--- src/rtl/cx_pkg.sv ---
package cx_pkg;

   localparam logic [6:0] OPC_LOAD   = 7'b0000011;
   localparam logic [6:0] OPC_STORE  = 7'b0100011;
   localparam logic [6:0] OPC_OPIMM  = 7'b0010011;
   localparam logic [6:0] OPC_OP     = 7'b0110011;
   localparam logic [6:0] OPC_OP32   = 7'b0111011;
   localparam logic [6:0] OPC_BRANCH = 7'b1100011;

   localparam logic [4:0] REG_SP     = 5'd2;
   localparam logic [4:0] REG_ZERO   = 5'd0;

   typedef enum logic [1:0] {
      QD_ZERO = 2'b00,
      QD_ONE  = 2'b01,
      QD_TWO  = 2'b10,
      QD_FULL = 2'b11
   } quad_e;

   typedef struct packed {
      logic        ill;
      logic [31:0] word;
   } cx_result_t;

   // compact 3-bit register field -> x8..x15
   function automatic logic [4:0] cpt_reg(input logic [2:0] f);
      return {2'b01, f};
   endfunction

   function automatic logic [31:0] mk_i(input logic [11:0] imm, input logic [4:0] rs1,
                                        input logic [2:0] f3, input logic [4:0] rd,
                                        input logic [6:0] opc);
      return {imm, rs1, f3, rd, opc};
   endfunction

   function automatic logic [31:0] mk_s(input logic [11:0] imm, input logic [4:0] rs2,
                                        input logic [4:0] rs1, input logic [2:0] f3,
                                        input logic [6:0] opc);
      return {imm[11:5], rs2, rs1, f3, imm[4:0], opc};
   endfunction

   function automatic logic [31:0] mk_r(input logic [6:0] f7, input logic [4:0] rs2,
                                        input logic [4:0] rs1, input logic [2:0] f3,
                                        input logic [4:0] rd, input logic [6:0] opc);
      return {f7, rs2, rs1, f3, rd, opc};
   endfunction

   // imm holds offset bits [12:1]; bit 0 is always zero
   function automatic logic [31:0] mk_b(input logic [12:1] imm, input logic [4:0] rs2,
                                        input logic [4:0] rs1, input logic [2:0] f3);
      return {imm[12], imm[10:5], rs2, rs1, f3, imm[4:1], imm[11], OPC_BRANCH};
   endfunction

endpackage

--- src/rtl/cx_q0_dec.sv ---
module cx_q0_dec
   import cx_pkg::*;
#(
   parameter int XLEN = 64
) (
   input  logic [15:0] hw,
   output cx_result_t  res
);

   logic [2:0]  f3;
   logic [4:0]  rd_lo;
   logic [4:0]  rs_hi;
   logic [9:2]  nz;
   logic [11:0] sp_imm;
   logic [11:0] w_imm;
   logic [31:0] dw_ld_word;
   logic [31:0] dw_st_word;
   logic        dw_ok;
   logic        unused_bits;

   assign unused_bits = ^hw[1:0];
   assign f3     = hw[15:13];
   assign rd_lo  = cpt_reg(hw[4:2]);
   assign rs_hi  = cpt_reg(hw[9:7]);
   assign nz     = {hw[10:7], hw[12:11], hw[5], hw[6]};
   assign sp_imm = {2'b00, nz, 2'b00};
   assign w_imm  = {5'b00000, hw[5], hw[12:10], hw[6], 2'b00};

   generate
      if (XLEN == 64) begin : g_dword
         logic [11:0] d_imm;
         assign d_imm      = {4'b0000, hw[6:5], hw[12:10], 3'b000};
         assign dw_ld_word = mk_i(d_imm, rs_hi, 3'b011, rd_lo, OPC_LOAD);
         assign dw_st_word = mk_s(d_imm, rd_lo, rs_hi, 3'b011, OPC_STORE);
         assign dw_ok      = 1'b1;
      end else begin : g_no_dword
         assign dw_ld_word = '0;
         assign dw_st_word = '0;
         assign dw_ok      = 1'b0;
      end
   endgenerate

   always_comb begin
      res.ill  = 1'b0;
      res.word = '0;
      case (f3)
         3'b000: begin
            res.word = mk_i(sp_imm, REG_SP, 3'b000, rd_lo, OPC_OPIMM);
            res.ill  = (nz == '0);
         end
         3'b010: res.word = mk_i(w_imm, rs_hi, 3'b010, rd_lo, OPC_LOAD);
         3'b110: res.word = mk_s(w_imm, rd_lo, rs_hi, 3'b010, OPC_STORE);
         3'b011: begin
            res.word = dw_ld_word;
            res.ill  = !dw_ok;
         end
         3'b111: begin
            res.word = dw_st_word;
            res.ill  = !dw_ok;
         end
         default: res.ill = 1'b1;
      endcase
   end

endmodule

--- src/rtl/cx_q1_dec.sv ---
module cx_q1_dec
   import cx_pkg::*;
#(
   parameter int XLEN = 64
) (
   input  logic [15:0] hw,
   output cx_result_t  res
);

   logic [2:0]  f3;
   logic [1:0]  sub;
   logic [1:0]  f2;
   logic [4:0]  rd_hi;
   logic [4:0]  rs2_lo;
   logic [5:0]  shamt;
   logic [11:0] sh_imm;
   logic [11:0] and_imm;
   logic [12:1] br_off;
   logic [2:0]  alu_f3;
   logic [6:0]  alu_f7;
   logic        wide_ok;
   logic        unused_bits;

   assign unused_bits = ^hw[1:0];
   assign f3      = hw[15:13];
   assign sub     = hw[11:10];
   assign f2      = hw[6:5];
   assign rd_hi   = cpt_reg(hw[9:7]);
   assign rs2_lo  = cpt_reg(hw[4:2]);
   assign shamt   = {hw[12], hw[6:2]};
   // bit 10 of the immediate separates arithmetic from logical shift
   assign sh_imm  = {1'b0, hw[10], 4'b0000, shamt};
   assign and_imm = {{6{hw[12]}}, hw[12], hw[6:2]};
   assign br_off  = {{4{hw[12]}}, hw[12], hw[6:5], hw[2], hw[11:10], hw[4:3]};
   assign alu_f7  = (f2 == 2'b00) ? 7'b0100000 : 7'b0000000;

   generate
      if (XLEN == 64) begin : g_wide
         assign wide_ok = 1'b1;
      end else begin : g_narrow
         assign wide_ok = 1'b0;
      end
   endgenerate

   always_comb begin
      case (f2)
         2'b00:   alu_f3 = 3'b000;
         2'b01:   alu_f3 = 3'b100;
         2'b10:   alu_f3 = 3'b110;
         default: alu_f3 = 3'b111;
      endcase
   end

   always_comb begin
      res.ill  = 1'b0;
      res.word = '0;
      case (f3)
         3'b100: begin
            case (sub)
               2'b00, 2'b01: begin
                  res.word = mk_i(sh_imm, rd_hi, 3'b101, rd_hi, OPC_OPIMM);
                  res.ill  = hw[12] && !wide_ok;
               end
               2'b10: res.word = mk_i(and_imm, rd_hi, 3'b111, rd_hi, OPC_OPIMM);
               default: begin
                  if (!hw[12]) begin
                     res.word = mk_r(alu_f7, rs2_lo, rd_hi, alu_f3, rd_hi, OPC_OP);
                  end else begin
                     res.word = mk_r(alu_f7, rs2_lo, rd_hi, 3'b000, rd_hi, OPC_OP32);
                     res.ill  = f2[1] || !wide_ok;
                  end
               end
            endcase
         end
         3'b110, 3'b111: res.word = mk_b(br_off, REG_ZERO, rd_hi, {2'b00, hw[13]});
         default: res.ill = 1'b1;
      endcase
   end

endmodule

--- src/rtl/cinst_expand.sv ---
module cinst_expand
   import cx_pkg::*;
#(
   parameter int XLEN = 64
) (
   input  logic        clk,
   input  logic        rst_n,
   input  logic        in_valid,
   input  logic [15:0] in_word,
   output logic        out_valid,
   output logic [31:0] out_word,
   output logic        out_illegal
);

   generate
      if (XLEN != 32 && XLEN != 64) begin : g_bad_xlen
         $error("cinst_expand: XLEN must be 32 or 64");
      end
   endgenerate

   cx_result_t q0_res;
   cx_result_t q1_res;
   cx_result_t sel_res;
   quad_e      quad;

   assign quad = quad_e'(in_word[1:0]);

   cx_q0_dec #(.XLEN(XLEN)) u_q0 (.hw(in_word), .res(q0_res));
   cx_q1_dec #(.XLEN(XLEN)) u_q1 (.hw(in_word), .res(q1_res));

   always_comb begin
      case (quad)
         QD_ZERO: sel_res = q0_res;
         QD_ONE:  sel_res = q1_res;
         QD_TWO: begin
            sel_res.ill  = 1'b1;
            sel_res.word = '0;
         end
         default: begin
            sel_res.ill  = 1'b0;
            sel_res.word = {16'h0000, in_word};
         end
      endcase
   end

   always_ff @(posedge clk or negedge rst_n) begin
      if (!rst_n) begin
         out_valid   <= 1'b0;
         out_word    <= '0;
         out_illegal <= 1'b0;
      end else begin
         out_valid <= in_valid;
         if (in_valid) begin
            out_illegal <= sel_res.ill;
            out_word    <= sel_res.ill ? '0 : sel_res.word;
         end
      end
   end

   a_r2_valid_rise: assert property (@(posedge clk) disable iff (!rst_n)
      in_valid |=> out_valid);
   a_r2_valid_idle: assert property (@(posedge clk) disable iff (!rst_n)
      !in_valid |=> !out_valid);
   a_r2_hold: assert property (@(posedge clk) disable iff (!rst_n)
      !in_valid |=> ($stable(out_word) && $stable(out_illegal)));
   a_r3_zero_word: assert property (@(posedge clk) disable iff (!rst_n)
      (in_valid && in_word == 16'h0000) |=> out_illegal);
   a_r9_branch_shape: assert property (@(posedge clk) disable iff (!rst_n)
      (in_valid && in_word[1:0] == 2'b01 && in_word[15:14] == 2'b11)
      |=> (!out_illegal && out_word[6:0] == OPC_BRANCH && out_word[24:20] == REG_ZERO));
   a_r10_passthru: assert property (@(posedge clk) disable iff (!rst_n)
      (in_valid && in_word[1:0] == 2'b11)
      |=> (!out_illegal && out_word == {16'h0000, $past(in_word)}));
   a_r11_quad_two: assert property (@(posedge clk) disable iff (!rst_n)
      (in_valid && in_word[1:0] == 2'b10) |=> (out_illegal && out_word == '0));
   a_r11_zero_when_bad: assert property (@(posedge clk) disable iff (!rst_n)
      out_illegal |-> (out_word == '0));

   generate
      if (XLEN == 32) begin : g_chk_narrow
         a_r5_no_dword: assert property (@(posedge clk) disable iff (!rst_n)
            (in_valid && in_word[1:0] == 2'b00 && in_word[14:13] == 2'b11) |=> out_illegal);
         a_r8_no_wform: assert property (@(posedge clk) disable iff (!rst_n)
            (in_valid && in_word[1:0] == 2'b01 && in_word[15:10] == 6'b100111) |=> out_illegal);
      end
   endgenerate

endmodule

--- config.mk ---
export PLATFORM = sky130hd
export DESIGN_NAME = cinst_expand
export DESIGN_NICKNAME = d
export VERILOG_FILES = /design/src/rtl/cx_pkg.sv /design/src/rtl/cx_q0_dec.sv /design/src/rtl/cx_q1_dec.sv /design/src/rtl/cinst_expand.sv
export SDC_FILE = /design/constraint.sdc
export NUM_CORES = 1
export LEC_CHECK = 0
export ABC_AREA = 1
export BUFFER_PORTS_ARGS = -buffer_cell sky130_fd_sc_hd__buf_2
export CAP_MARGIN = 20
export CORE_ASPECT_RATIO = 0.8
export CORE_MARGIN = 2
export CORE_UTILIZATION = 40
export DETAILED_ROUTE_END_ITERATION = 8
export HOLD_SLACK_MARGIN = 0.1
export SETUP_SLACK_MARGIN = 0.3
export SKIP_LAST_GASP = 1
export SLEW_MARGIN = 30
export SYNTH_ARGS = -nofsm -noshare
export SYNTH_HDL_FRONTEND = slang
export SYNTH_SLANG_ARGS = --single-unit
--- constraint.sdc ---
create_clock -name clk -period 1.5 [get_ports clk]
set_clock_uncertainty 0.2 [all_clocks]
set_input_delay 0.225 -clock clk [delete_from_list [all_inputs] [get_ports clk]]
set_output_delay 0.225 -clock clk [all_outputs]
set_load 0.1 [all_outputs]
==> metrics.md <==
| Metric | Value |
|---|---|
| Status | complete, no violations |
| Cell Area, Synth | 1970 um^2 |
| Pleak | approximately 0.0018 uW |
| Register area share after synthesis | 0.419 |
| Num rows | 22 |
| PD cells | slightly above 800 nW/um^2 |
| TritonCTS clock tree | yes |
| Hold path start | in_word[2] |
| Post-layout util | 0.785 |
| Pins Over Slew Limit | 0 |
| Post-synth EDFFs | 0 |
| Synth area leaders | dfrtp_1, nand2_1, o21ai_0 |
| DRT antenna net count | 0 |
| CTS clk-pin slew, worst paths | 0.07 ns |
| Area grow syn2layout | 85.4% |
| Final Hold Viols | 0 |
| Post-synthesis average cell area | ~7 um^2 |
| Initial antenna violation count | 0 |
| Diodes inserted | 0 |
| Total core area | 4650 um^2 |
| Worst r2r src | out_word[3] |
| Final Cycle Share | 0.896 |
| Slew headroom | 0.672 |
| Layout cells sized above 1 | 0.558 |
| Min cycle time layout | 1.34 ns |
| Die Area | between 5000 and 6000 um^2 |
| Most common flop cell mapped by yosys | dfrtp_1 |
| CP peak stage delay | roughly 0.45 ns |
| Nets | slightly above 400 |
| Latest clock arrival within the worst-skew pair | 0.29 ns |
| Top-area cell type share of the netlist area | 0.419 |
| Worst EP required | 1.07 ns |
| Non-Filler Instances | 454 |
| Critical Path Source | out_word[5] |
| Worst-Margin Slew | 0.488 ns |
| Root Driver | clkbuf_8 |
| Post-Syn Instances | 279 |
| Unrepaired setup endpoints after global routing | true |
| CP cell instances | buf_12 |
| DP Cell Count | 423 |
| Die height | ~67 um |
| Worst Setup Start Kind | flop |
| Vias | 2340 |
| Largest net degree at the start of global routing | 34 |
| # Max-Cap Violations | 0 |
| DRC | 0 |
| Post-synth ARST share | 1.00 |
| Synth area leader | dfrtp_1 |
| Placer congestion estimate | 0.967 |
| Top delay family on crit path | flip-flops |
| Max Fclk | 0.744 GHz |
| Dpl hpwl | around 5500 um |
| CTS Buffer Depth | 2 |
| Routed WL per cell | about 16 um |
| Hold WC Path Type | in -> reg |
| I/O pin count | between 50 and 60 |
| Number of global-route vias before repair | around 2300 |
| Worst setup EP type | output port |
| Synth warn | 0 |
| Sink Count | 33 |
| Maximum VDD drop | 0.659 mV |
| Cell variety after synth | 31 |
| H-Tree Depth | 2 |
| First-pass DRT Iterations | 5 |
| Starting Density | 0.423 |
| WP buf/inv | 1 |
| Largest fanout on the critical path | 2 |
| Starting DRC count in detailed routing | between 150 and 200 |
| Critical path arrival | 0.92 ns |
| Die X-Extent | 82.5 um |
| Tot GR Track Use | 0.298 |
| Slowest cell on crit path | dfrtp_2 |
| First-pass GRT wire length | 11800 um |
| Wirelength, routed | 7460 um |
| Grt ovf | 0 |
| Final setup viols | 0 |
| Crit Path Class | reg -> out |
| TritonCTS buffer count | 5 |
| Syn nets | 298 |
| Yosys reg bits | 33 |
| Port bufs | 51 |
| Vias per cell | roughly 5.2 |
==> where the power goes <==
group	total, uW	internal [uW]	leakage, uW	switching, uW
clock	755	415	0.0000542	340
sequential	1020	956	0.000392	63.7
combinational	1220	457	0.00136	767
total	3000	1830	0.00181	1170
==> Yosys cell counts, types with 2 or more instances <==
cell type	number
o31ai_1	2
inv_1	24
o21ai_0	18
buf_2	3
clkbuf_1	4
nand2_1	106
dfrtp_1	33
nand2_2	7
nor2_4	4
a21oi_1	12
nand3_1	16
o21ai_1	11
nor2_1	17
nand4_1	4
inv_2	2
==> cells in the final DEF (no fill, tap or decap), types with 4 or more instances in the layout <==
cell type | Yosys | layout
buf_12 | 0 | 34
clkbuf_8 | 0 | 7
nand3_1 | 16 | 13
o21ai_0 | 18 | 10
dfrtp_2 | 0 | 33
dlygate4sd3_1 | 0 | 5
buf_6 | 1 | 5
o21ai_2 | 0 | 9
nor2_4 | 4 | 6
inv_2 | 2 | 8
buf_4 | 1 | 59
o21ai_1 | 11 | 10
nor2_1 | 17 | 13
inv_1 | 24 | 17
nand2_4 | 1 | 8
nand2_1 | 106 | 84
nand4_1 | 4 | 4
nand2_2 | 7 | 22
buf_2 | 3 | 11
a21oi_1 | 12 | 9
==> layer usage <==
metal  vias up  track usage  share of wire  wire length, um
li1       1115            -              -                -
met5         -            0              0                0
met1      1095        0.398           0.43             3220
met4         0       0.0958          0.013               95
met3        12       0.0664          0.074              551
met2       118        0.476           0.48             3600
==> stage by stage <==
step | hold WS [ns] | power, uW | area (um^2) | setup TNS [ns] | worst slack [ns]
2_1_floorplan | -0.271 | 1640 | 2040 | 0 | 0.123
3_3_place_gp | 0.0746 | 2130 | 3140 | -1.33 | -0.131
3_5_place_dp | 0.0784 | 2130 | 3140 | -0.959 | -0.141
4_1_cts | 0.103 | 2940 | 3470 | 0 | 0.165
5_1_grt | 0.122 | 3100 | 3650 | 0 | 0.115
6_report | 0.103 | 3000 | 3650 | 0 | 0.155
==> area by class of cell <==
type | count | area [um^2]
clock buffers | 7 | 96.3
clock inverters | 1 | 5.00
fillers | 318 | 1000
inverters | 27 | 106
multi-input cells | 209 | 1180
flip-flops and latches | 33 | 867
well taps | 60 | 75.1
repair buffers | 117 | 1320
==> what timing repair did <==
action | CTS | global route
hold buffers | 5 | 0
setup endpoints to repair | 53 | 62
cloned | 0 | 0
resized for setup | 29 | 51
buffers inserted | 12 | 6
pin swaps | 13 | 35
endpoints found under the hold margin | 38 | 0
==> sequential cells by signal, indices dropped and copies added, names as in the netlist <==
name	count
out_illegal	1
out_valid	1
out_word	31
==> path summary, 6_finish.rpt <==
path                       depth (start not counted)  slack [ns]      endpoint
setup / recovery                                   1        0.16   out_word[5]
hold / removal                                     3        0.10   out_word[2]
setup reg to reg                                   4        0.36   out_word[3]
hold reg to reg                                    2        0.33   out_word[6]
max in group asynchronous                          3        0.48  out_word[17]
min in group asynchronous                          3        0.27     out_valid
==> cells by family after synthesis <==
group,after synthesis,share of synthesized area
compound gates,49,0.139
simple gates,159,0.360
flops,33,0.419
other cells,1,0.00190
buf+inv,37,0.0801
Power figures use the tool's default switching activity.
